$ cat src/rtl/mwe_pkg.sv
`timescale 1ns/1ps
package mwe_pkg;
   typedef enum logic [1:0] {
      PG_WRITE     = 2'd0,
      PG_ERASE     = 2'd1,
      PG_ERASE_ALL = 2'd2,
      PG_WRITE_ALL = 2'd3
   } pg_op_e;

   typedef enum logic [2:0] {
      FS_IDLE, FS_OPC, FS_ADDR, FS_DATA, FS_READ, FS_HOLD
   } fs_e;
endpackage

$ cat src/rtl/mwe_pin_sync.sv
`timescale 1ns/1ps
module mwe_pin_sync #(
   parameter int STAGES = 2
) (
   input  logic clk,
   input  logic rst_n,
   input  logic cs_i,
   input  logic sk_i,
   input  logic di_i,
   output logic cs_o,
   output logic di_o,
   output logic sk_rise_o,
   output logic cs_fall_o
);
   localparam int NPIN = 3;

   if (STAGES < 2) begin : g_bad_stages
      $error("mwe_pin_sync: STAGES must be at least 2");
   end

   logic [NPIN-1:0] raw, synced;
   logic            sk_d, cs_d;

   assign raw = {di_i, sk_i, cs_i};

   for (genvar p = 0; p < NPIN; p++) begin : g_pin
      logic [STAGES-1:0] chain;
      always_ff @(posedge clk or negedge rst_n) begin
         if (!rst_n) chain <= '0;
         else        chain <= {chain[STAGES-2:0], raw[p]};
      end
      assign synced[p] = chain[STAGES-1];
   end

   always_ff @(posedge clk or negedge rst_n) begin
      if (!rst_n) begin
         sk_d <= 1'b0;
         cs_d <= 1'b0;
      end else begin
         sk_d <= synced[1];
         cs_d <= synced[0];
      end
   end

   assign cs_o      = synced[0];
   assign di_o      = synced[2];
   assign sk_rise_o = synced[1] & ~sk_d;
   assign cs_fall_o = ~synced[0] & cs_d;

   AST_SK_RISE_SINGLE: assert property (@(posedge clk) disable iff (!rst_n)
      sk_rise_o |=> !sk_rise_o);
endmodule

$ cat src/rtl/mwe_word_store.sv
`timescale 1ns/1ps
module mwe_word_store #(
   parameter int ADDR_W = 6,
   parameter int DATA_W = 16
) (
   input  logic              clk,
   input  logic              rst_n,
   input  logic              we,
   input  logic [ADDR_W-1:0] waddr,
   input  logic [1:0]        wbe,
   input  logic [DATA_W-1:0] wdata,
   input  logic [ADDR_W-1:0] raddr,
   output logic [DATA_W-1:0] rdata
);
   localparam int DEPTH = 1 << ADDR_W;
   localparam int HALF  = DATA_W / 2;

   for (genvar l = 0; l < 2; l++) begin : g_lane
      logic [HALF-1:0] lmem [DEPTH];
      always_ff @(posedge clk or negedge rst_n) begin
         if (!rst_n) begin
            for (int i = 0; i < DEPTH; i++) lmem[i] <= '1;
         end else if (we && wbe[l]) begin
            lmem[waddr] <= wdata[l*HALF +: HALF];
         end
      end
      assign rdata[l*HALF +: HALF] = lmem[raddr];
   end
endmodule

$ cat src/rtl/mwe_ctrl.sv
`timescale 1ns/1ps
module mwe_ctrl
   import mwe_pkg::*;
#(
   parameter int ADDR_W = 6,
   parameter int DATA_W = 16
) (
   input  logic                clk,
   input  logic                rst_n,
   input  logic                wide,
   input  logic                cs_q,
   input  logic                di_q,
   input  logic                sk_rise,
   input  logic                cs_fall,
   input  logic                eng_busy,
   input  logic [DATA_W-1:0]   rd_word,
   output logic [ADDR_W-1:0]   rd_waddr,
   output logic                do_bit_o,
   output logic                do_oe_o,
   output logic                req_o,
   output pg_op_e              req_op_o,
   output logic [ADDR_W:0]     req_addr_o,
   output logic [DATA_W-1:0]   req_data_o
);
   localparam int BA_W = ADDR_W + 1;
   localparam int HALF = DATA_W / 2;
   localparam int MAXF = (BA_W > DATA_W) ? BA_W : DATA_W;
   localparam int CW   = $clog2(MAXF + 1);

   fs_e               st;
   logic [CW-1:0]     cnt, rd_cnt;
   logic [1:0]        opc;
   logic [BA_W-1:0]   sh_a, rd_a;
   logic [DATA_W-1:0] sh_d;
   logic              wen, armed, status_md, do_bit;
   pg_op_e            arm_op;

   logic [CW-1:0]     alen, dlen, bit_idx;
   logic [BA_W-1:0]   a_nxt, rd_nxt;
   logic [1:0]        sel2;
   logic [DATA_W-1:0] cur_word;

   assign alen    = wide ? CW'(ADDR_W) : CW'(BA_W);
   assign dlen    = wide ? CW'(DATA_W) : CW'(HALF);
   assign a_nxt   = {sh_a[BA_W-2:0], di_q};
   assign sel2    = wide ? a_nxt[ADDR_W-1 -: 2] : a_nxt[BA_W-1 -: 2];
   assign bit_idx = dlen - CW'(1) - rd_cnt;
   assign rd_waddr = wide ? rd_a[ADDR_W-1:0] : rd_a[BA_W-1:1];
   assign rd_nxt  = wide ? {1'b0, rd_a[ADDR_W-1:0] + 1'b1} : rd_a + 1'b1;

   always_comb begin
      if (wide) cur_word = rd_word;
      else      cur_word = {{HALF{1'b0}}, rd_a[0] ? rd_word[DATA_W-1:HALF] : rd_word[HALF-1:0]};
   end

   always_ff @(posedge clk or negedge rst_n) begin
      if (!rst_n) begin
         st <= FS_IDLE;  cnt <= '0;  rd_cnt <= '0;  opc <= '0;
         sh_a <= '0;  sh_d <= '0;  rd_a <= '0;
         wen <= 1'b0;  armed <= 1'b0;  status_md <= 1'b0;  do_bit <= 1'b0;
         arm_op <= PG_WRITE;
         req_o <= 1'b0;  req_op_o <= PG_WRITE;  req_addr_o <= '0;  req_data_o <= '0;
      end else begin
         req_o <= 1'b0;
         if (!cs_q) begin
            st    <= FS_IDLE;
            cnt   <= '0;
            armed <= 1'b0;
            if (cs_fall && armed) begin
               req_o      <= 1'b1;
               req_op_o   <= arm_op;
               req_addr_o <= sh_a;
               req_data_o <= sh_d;
               status_md  <= 1'b1;
            end
         end else if (sk_rise) begin
            unique case (st)
               FS_IDLE: if (di_q) begin
                  st <= FS_OPC;  cnt <= '0;  sh_a <= '0;  sh_d <= '0;
                  status_md <= 1'b0;
               end
               FS_OPC: begin
                  opc <= {opc[0], di_q};
                  if (cnt == CW'(1)) begin st <= FS_ADDR; cnt <= '0; end
                  else cnt <= cnt + 1'b1;
               end
               FS_ADDR: begin
                  sh_a <= a_nxt;
                  if (cnt == alen - CW'(1)) begin
                     cnt <= '0;
                     st  <= FS_HOLD;
                     unique case (opc)
                        2'b10: begin
                           st <= FS_READ;  rd_a <= a_nxt;  rd_cnt <= '0;  do_bit <= 1'b0;
                        end
                        2'b01: st <= FS_DATA;
                        2'b11: begin armed <= wen; arm_op <= PG_ERASE; end
                        default: unique case (sel2)
                           2'b11: wen <= 1'b1;
                           2'b00: wen <= 1'b0;
                           2'b10: begin armed <= wen; arm_op <= PG_ERASE_ALL; end
                           default: st <= FS_DATA;
                        endcase
                     endcase
                  end else cnt <= cnt + 1'b1;
               end
               FS_DATA: begin
                  sh_d <= {sh_d[DATA_W-2:0], di_q};
                  if (cnt == dlen - CW'(1)) begin
                     st     <= FS_HOLD;
                     armed  <= wen;
                     arm_op <= (opc == 2'b01) ? PG_WRITE : PG_WRITE_ALL;
                  end else cnt <= cnt + 1'b1;
               end
               FS_READ: begin
                  do_bit <= cur_word[bit_idx];
                  if (rd_cnt == dlen - CW'(1)) begin
                     rd_cnt <= '0;
                     rd_a   <= rd_nxt;
                  end else rd_cnt <= rd_cnt + 1'b1;
               end
               default: ;
            endcase
         end
      end
   end

   assign do_oe_o  = cs_q & ((st == FS_READ) | ((st == FS_IDLE) & status_md));
   assign do_bit_o = (st == FS_READ) ? do_bit : ~eng_busy;

   AST_REQ_NEEDS_EN: assert property (@(posedge clk) disable iff (!rst_n)
      req_o |-> wen);
   AST_REQ_AT_CS_FALL: assert property (@(posedge clk) disable iff (!rst_n)
      req_o |-> $past(cs_fall));
   AST_DO_RELEASED: assert property (@(posedge clk) disable iff (!rst_n)
      !cs_q |-> !do_oe_o);
   AST_DUMMY_FIRST: assert property (@(posedge clk) disable iff (!rst_n)
      (st == FS_READ && $past(st) != FS_READ) |-> !do_bit_o);
endmodule

$ cat src/rtl/mwe_serial_eeprom_fe.sv
`timescale 1ns/1ps
module mwe_serial_eeprom_fe
   import mwe_pkg::*;
#(
   parameter int ADDR_W    = 6,
   parameter int DATA_W    = 16,
   parameter int SYNC_STG  = 2
) (
   input  logic              clk,
   input  logic              rst_n,
   input  logic              org_wide,
   input  logic              cs,
   input  logic              sk,
   input  logic              di,
   output logic              do_data,
   output logic              do_oe,
   output logic              prog_req,
   output logic [1:0]        prog_op,
   output logic [ADDR_W:0]   prog_addr,
   output logic [DATA_W-1:0] prog_data,
   input  logic              eng_busy,
   input  logic              eng_we,
   input  logic [ADDR_W-1:0] eng_waddr,
   input  logic [1:0]        eng_wbe,
   input  logic [DATA_W-1:0] eng_wdata
);
   if (DATA_W < 2 || (DATA_W % 2) != 0) begin : g_bad_width
      $error("mwe_serial_eeprom_fe: DATA_W must be even and at least 2");
   end
   if (ADDR_W < 2) begin : g_bad_addr
      $error("mwe_serial_eeprom_fe: ADDR_W must be at least 2");
   end

   logic              cs_q, di_q, sk_rise, cs_fall;
   logic [ADDR_W-1:0] rd_waddr;
   logic [DATA_W-1:0] rd_word;
   pg_op_e            req_op;

   mwe_pin_sync #(.STAGES(SYNC_STG)) u_sync (
      .clk(clk), .rst_n(rst_n), .cs_i(cs), .sk_i(sk), .di_i(di),
      .cs_o(cs_q), .di_o(di_q), .sk_rise_o(sk_rise), .cs_fall_o(cs_fall)
   );

   mwe_word_store #(.ADDR_W(ADDR_W), .DATA_W(DATA_W)) u_store (
      .clk(clk), .rst_n(rst_n), .we(eng_we), .waddr(eng_waddr), .wbe(eng_wbe),
      .wdata(eng_wdata), .raddr(rd_waddr), .rdata(rd_word)
   );

   mwe_ctrl #(.ADDR_W(ADDR_W), .DATA_W(DATA_W)) u_ctrl (
      .clk(clk), .rst_n(rst_n), .wide(org_wide), .cs_q(cs_q), .di_q(di_q),
      .sk_rise(sk_rise), .cs_fall(cs_fall), .eng_busy(eng_busy), .rd_word(rd_word),
      .rd_waddr(rd_waddr), .do_bit_o(do_data), .do_oe_o(do_oe), .req_o(prog_req),
      .req_op_o(req_op), .req_addr_o(prog_addr), .req_data_o(prog_data)
   );

   assign prog_op = req_op;
endmodule

$ cat config.mk
export PLATFORM = sky130hd
export DESIGN_NAME = mwe_serial_eeprom_fe
export DESIGN_NICKNAME = d
export VERILOG_FILES = /design/src/rtl/mwe_pkg.sv /design/src/rtl/mwe_pin_sync.sv /design/src/rtl/mwe_word_store.sv /design/src/rtl/mwe_ctrl.sv /design/src/rtl/mwe_serial_eeprom_fe.sv
export SDC_FILE = /design/constraint.sdc
export NUM_CORES = 2
export LEC_CHECK = 0
export ABC_AREA = 1
export BUFFER_PORTS_ARGS = -buffer_cell sky130_fd_sc_hd__buf_2
export CAP_MARGIN = 20
export CORE_MARGIN = 1.5
export CORE_UTILIZATION = 50
export DETAILED_ROUTE_END_ITERATION = 8
export GPL_ROUTABILITY_DRIVEN = 0
export PLACE_DENSITY = 0.63
export SLEW_MARGIN = 30
export SYNTH_ARGS = -nofsm -noshare
export SYNTH_HDL_FRONTEND = slang
export SYNTH_HIERARCHICAL = 1
export SYNTH_SLANG_ARGS = --single-unit
$ cat constraint.sdc
create_clock -name clk -period 7.4 [get_ports clk]
set_input_delay 1.48 -clock clk [delete_from_list [all_inputs] [get_ports clk]]
set_output_delay 1.48 -clock clk [all_outputs]
set_load 0.02 [all_outputs]
# Word-level counts from Yosys, hierarchy flattened
# Cells that the tools add are included.
dict set report word_totals {
  reg_bits 1109
  output_inout_bits 28
  in_bits 32
  elab_cells 302
}
dict set report classes {
  n_addsub 7
  eq_ne 32
  reduce_logical 27
  bitwise 11
  n_mux 72
  n_lt_le_gt_ge 4
}
# cell count
set op_table {}
lappend op_table {{512-bit bitwise mux} 2}
lappend op_table {{8-bit binary-select mux with 6-bit select} 2}
lappend op_table {{5-bit two-way mux} 10}
lappend op_table {{8-bit demux with 6-bit select} 1}
lappend op_table {{8-bit two-way mux} 6}
lappend op_table {{7-bit two-way mux} 5}
lappend op_table {{16-bit two-way mux} 2}
lappend op_table {{16-bit one-hot mux with 2 select lines} 1}
lappend op_table {{7-bit one-hot mux with 2 select lines} 2}
lappend op_table {{6-bit AND reduction} 4}
lappend op_table {{3-bit two-way mux} 7}
lappend op_table {{5-bit one-hot mux with 4 select lines} 1}
lappend op_table {{1-bit two-way mux} 17}
lappend op_table {{4-bit AND reduction} 4}
lappend op_table {{5-bit equality test} 3}
lappend op_table {{7-bit >= comparator (second input constant)} 2}
lappend op_table {{6-bit inverter with 7-bit output} 2}
lappend op_table {{3-bit != test (second input constant)} 4}
lappend op_table {{3-bit one-hot mux with 4 select lines} 1}
lappend op_table {{2-bit nonzero test} 6}
lappend op_table {{5-bit by 1-bit adder with 5-bit output (second input constant)} 2}
lappend op_table {{2-bit two-way mux} 5}
lappend op_table {{2-bit != test (second input constant)} 5}
lappend op_table {{5-bit one-hot mux with 2 select lines} 1}
lappend op_table {{34 further kinds} 58}

# Depth between registers and ports, before layout
dict set report logic_depth {
  ltp_word 10
  ltp_mapped 26
}

# By module
# Netlist, hierarchy kept.
# module seq_area_each_um2 cells_each n_inst area_per_inst_um2
set modules_own_cells {}
lappend modules_own_cells {mwe_word_store 26905.8 5930 1 47887.2}
lappend modules_own_cells {mwe_ctrl 1926.8 510 1 4028.9}
lappend modules_own_cells {mwe_pin_sync 200.2 12 1 220.2}

# Least setup slack after synthesis
# Ideal clock, no wire load.
dict set report synth_timing {
  path_kind {in2reg}
  from {input port org_wide}
  to {register u_ctrl.do_bit}
  path_buffers 5
  stages 23
  arrival_time_ps 3854
  setup_time_ps 116
  setup_slack_ps 3429
  required_ps 7284
  cell_sequence {buf_4 clkbuf_1 nand2_1 o21ai_0 clkbuf_1 clkbuf_1 clkbuf_1 nand3_1 nand3_1 nand2_1 nand2_1 nand3_1 nand3_1 nand2_1 or2_2 nand2_1 nand3_1 nand2_1 nand2_1 nand2_1 nand2_1 nand2_1 nand2_1}
}
dict set report synth_between {
  elab_chain_len 10
}
# element line_no
set synth_lines {}
lappend synth_lines {{start, declared} mwe_serial_eeprom_fe.sv:11} ;# input logic org_wide,
lappend synth_lines {{6-bit two-way mux *} mwe_ctrl.sv:48} ;# assign rd_waddr = wide ? rd_a[ADDR_W-1:0] : rd_a[BA_W-1:1];
lappend synth_lines {{net rd_waddr[1]} mwe_serial_eeprom_fe.sv:35} ;# logic [ADDR_W-1:0] rd_waddr;
lappend synth_lines {{6-bit inverter with 7-bit output (not written as such) *} mwe_word_store.sv:27} ;# assign rdata[l*HALF +: HALF] = lmem[raddr];
lappend synth_lines {{8-bit binary-select mux with 6-bit select *} mwe_word_store.sv:27}
lappend synth_lines {{8-bit two-way mux (not written as such) * (2 in a row)} mwe_word_store.sv:27}
lappend synth_lines {{net rd_word[2]} mwe_serial_eeprom_fe.sv:36} ;# logic [DATA_W-1:0] rd_word;
lappend synth_lines {{8-bit two-way mux} mwe_ctrl.sv:53} ;# else cur_word = {{HALF{1'b0}}, rd_a[0] ? rd_word[DATA_W-1:HALF] : rd_word[HALF-1:0]};
lappend synth_lines {{16-bit two-way mux *} mwe_ctrl.sv:52} ;# if (wide) cur_word = rd_word;
lappend synth_lines {{1-bit binary-select mux with 4-bit select *} mwe_ctrl.sv:116} ;# do_bit <= cur_word[bit_idx];
lappend synth_lines {{1-bit two-way mux (not written as such) *} mwe_ctrl.sv:116}
lappend synth_lines {{1-bit one-hot mux with 2 select lines *} mwe_ctrl.sv:77} ;# unique case (st)
lappend synth_lines {{end signal, assigned} mwe_ctrl.sv:116}
lappend synth_lines {{end, declared} mwe_ctrl.sv:35} ;# logic wen, armed, status_md, do_bit;
# The timed path passes the listed nets; every way through them passes the cells marked *. The select of a mux whose other input is x is not followed.
# A chain may end at the register's enable or synchronous reset.

# Worst setup path in the final report
# Same ends and word-level chain as after synthesis.

==> out/results.ini <==
[placement]
io_buffers=59
dp_hpwl_mm=89.7
dpl_cell_area_um2=53000

[cells_and_area]
mostFrequentLayoutCell=nand2_1
insertedDiodeCount=0
finalNetCount=6270
final_area_um2=57100
fillers=9781
drive_above_1_share_pct=22.3
layout_common_cells=nand2_1, o21ai_0, dfstp_2, nand3_1, clkbuf_16
area_delta_synth_final_pct=9.58

[worst_setup_path]
path_buf_inv=4
reg2reg_from=u_ctrl/rd_a[0]
crit_required_ns=8.06
r2r-end=u_ctrl/do_bit
path_delay_family=buffers and inverters
slowest_delay_ns=0.79
r2r_slack_ns=3.44
path_max_fanout=77
crit_arrival_ns=5.50
cpMostUsedCell=nand2_1
critPathLaunchType=input pin
end_kind=register
cp_slowest_cell=buf_4
r2r_cells=22
cp_cell_sequence=buf_2 > inv_2 > o21ai_4 > buf_4 > buf_4 > nand2_1 > nand3_1 > nand3_1 > nand2_1 > nand2_1 > nand3_1 > nand3_1 > nand2_1 > nand2_1 > nand2_1 > nand2_1 > nand3_1 > nand2_1 > nand2_1 > nand2_1 > nand2_1 > nand2_1 > nand2_1
critPathKind=input pin to register

[power]
peakVddDrop_mv=0.183
p_leak_nw=22.2
p_per_area_nw_per_um2=255

[global_routing]
grt_max_degree=163
grt_pass1_wl_mm=244
grt_antenna_before_repair=0
gr-total-overflow=0
grt_pass1_vias=41100
groute.usage.overall_pct=29.0

[clock_network]
cts_hold_buf=0
cts-resized-gates=0
clk_path_buf_depth=3
cts_root_buf=clkbuf_16
cts.clk_slew.worst_paths_ns=0.06
clk_latency_ns=0.71
cts_buffers=119
cts_setup_buffers=0
cts_tree=done
htree_levels=3
clock_sinks=1109

[timing]
clock_skew_ns=0.0193
slew_headroom_pct=28.5
fin_tns_setup_ns=0
timing.final.crit_share_pct=65.5
post-route-min-period_ns=4.84
hold_violations=0
worst_pin_slew_ns=1.07
finalSetupViolations=0
drv_slew=0
fmax_mhz=206
rsz0062_at_grt=no

[logic_synthesis]
synth_nets=6495
synth.largest_area_cell=dfstp_2
synthCells=6452
synthAdderAreaFrac_pct=0.264
synth_top_area_share_pct=51.6
synth_area_um2=52100
syn_avg_cell_area_um2=8.08
synth-xor-area-share_pct=0.0168
synth_top_family_by_area=simple AND/OR/NAND/NOR gates
synth-seq-cells=1109
yosysWarnings=6
netlist_top_cells_area=dfstp_2, nand2_1, o21ai_0
synth.yosys.seq_area_share_pct=55.7
synth_compound_area_share_pct=11.0
ys_types=40
yosys.area_share.simple_pct=28.5
muxShareOfSynthArea_pct=0

[run_status]
status=finished, final reports clean

[routing]
drt_iter0_drc=4544
routed_wl_mm=154
wl_per_cell_um=20.0
antenna_left=0
vias_per_cell=5.66
vias=43600
drc=0
drt_first_pass_iters=9

[job]
cap_viol_max_count=0

[floorplanning]
die_h_um=326
core-area_um2=103000
dieArea_um2=106000
num_rows=118
start_util_pct=50.4
ios=60
die_w_um=326

[hold_path]
worstHoldEndpoint=u_sync/g_pin[0].chain[1]
whs_path_depth=0
hold_class=register to register
hold_start=u_sync/g_pin[0].chain[0]

-- final cells by class --
| cell class | instances | area (um2) | area share, % |
|---|---|---|---|
| Tap cell | 1380 | 1730 | 3.02 |
| Inverter | 123 | 484 | 0.848 |
| Clock buffer | 178 | 3510 | 6.14 |
| Sequential cell | 1109 | 29000 | 50.8 |
| Multi-Input combinational cell | 4747 | 20800 | 36.4 |
| Timing Repair Buffer | 127 | 1080 | 1.88 |
| Clock inverter | 45 | 487 | 0.852 |
-- Yosys cell counts --
library cell and number:
a21oi_1 7, a21oi_4 1, a31oi_1 1, buf_1 51
buf_2 72, buf_4 2, buf_6 1, clkbuf_1 347
clkinv_1 17, dfrtp_1 85, dfstp_2 1024, ha_1 11
inv_1 95, inv_2 9, inv_4 2, nand2_1 2557
nand2_2 1, nand2_4 2, nand3_1 924, nand3b_1 2
nand4_1 5, nand4_2 1, nor2_1 77, nor2_2 4
nor2_4 3, nor2_8 1, nor3_1 8, nor3_2 8
nor3_4 2, nor3b_1 1, nor4_1 1, o2111ai_1 1
o211ai_1 3, o21a_1 1, o21ai_0 1041, o21ai_1 52
o21ai_2 2, o22ai_1 24, or2_2 5, xor2_1 1
-- flip-flops by register name, summed over array words and instances, names as in the netlist, 3 cells and up --
register,cells
u_store/g_lane.lmem,1024
u_ctrl/req_data_o,16
u_ctrl/sh_d,16
u_ctrl/rd_a,7
u_ctrl/req_addr_o,7
u_ctrl/sh_a,7
u_sync/g_pin.chain,6
u_ctrl/cnt,5
u_ctrl/rd_cnt,5
u_ctrl/st,3
-- cell families after synthesis --
logic type | Yosys count
buffers and inverters | 596
DFF | 1109
AOI/OAI and AO/OA | 1133
adders and majority gates | 11
xor gates and xnor gates | 1
and+or+nand+nor | 3602
-- worst max-delay path by stage --
stage,startpoint,end,slack (ns),cells past startpoint
floorplan,org_wide,u_ctrl/do_bit,3.43,23
global placement,org_wide,u_ctrl/do_bit,2.00,24
detailed placement,org_wide,u_ctrl/do_bit,1.97,23
CTS,org_wide,u_ctrl/do_bit,2.71,23
global route,org_wide,u_ctrl/do_bit,2.27,23
finish,org_wide,u_ctrl/do_bit,2.56,23
-- per-layer routing --
layer / wire, um / global-route usage (%) / vias to the layer above
li1: - / - / 20700
met2: 69200 / 44.2 / 1471
met5: 0 / 0 / -
met3: 10900 / 4.18 / 243
met4: 4390 / 9.32 / 0
met1: 69800 / 42.7 / 21200
-- report_power, final --
part | total [W] | switching [W] | internal, W
clock network | 0.00602 | 0.00251 | 0.00352
logic | 0.00145 | 0.00100 | 0.000442
registers | 0.00712 | 0.000246 | 0.00687
-- per-stage QoR --
step                      total power (W)  hold WS [ns]  util (%)  worst slack [ns]  instances
after floorplan                   0.00807         0.331         -              3.43       6452
after global placement            0.00859         0.337      51.2              2.00       7482
after detailed placement          0.00863         0.335      51.2              1.97       7482
after CTS                          0.0147         0.352      55.1              2.71       7705
after global routing               0.0152         0.367      55.2              2.27       7709
final                              0.0146         0.350      55.2              2.56       7709
Note: power is estimated with default switching activity, not from simulation.
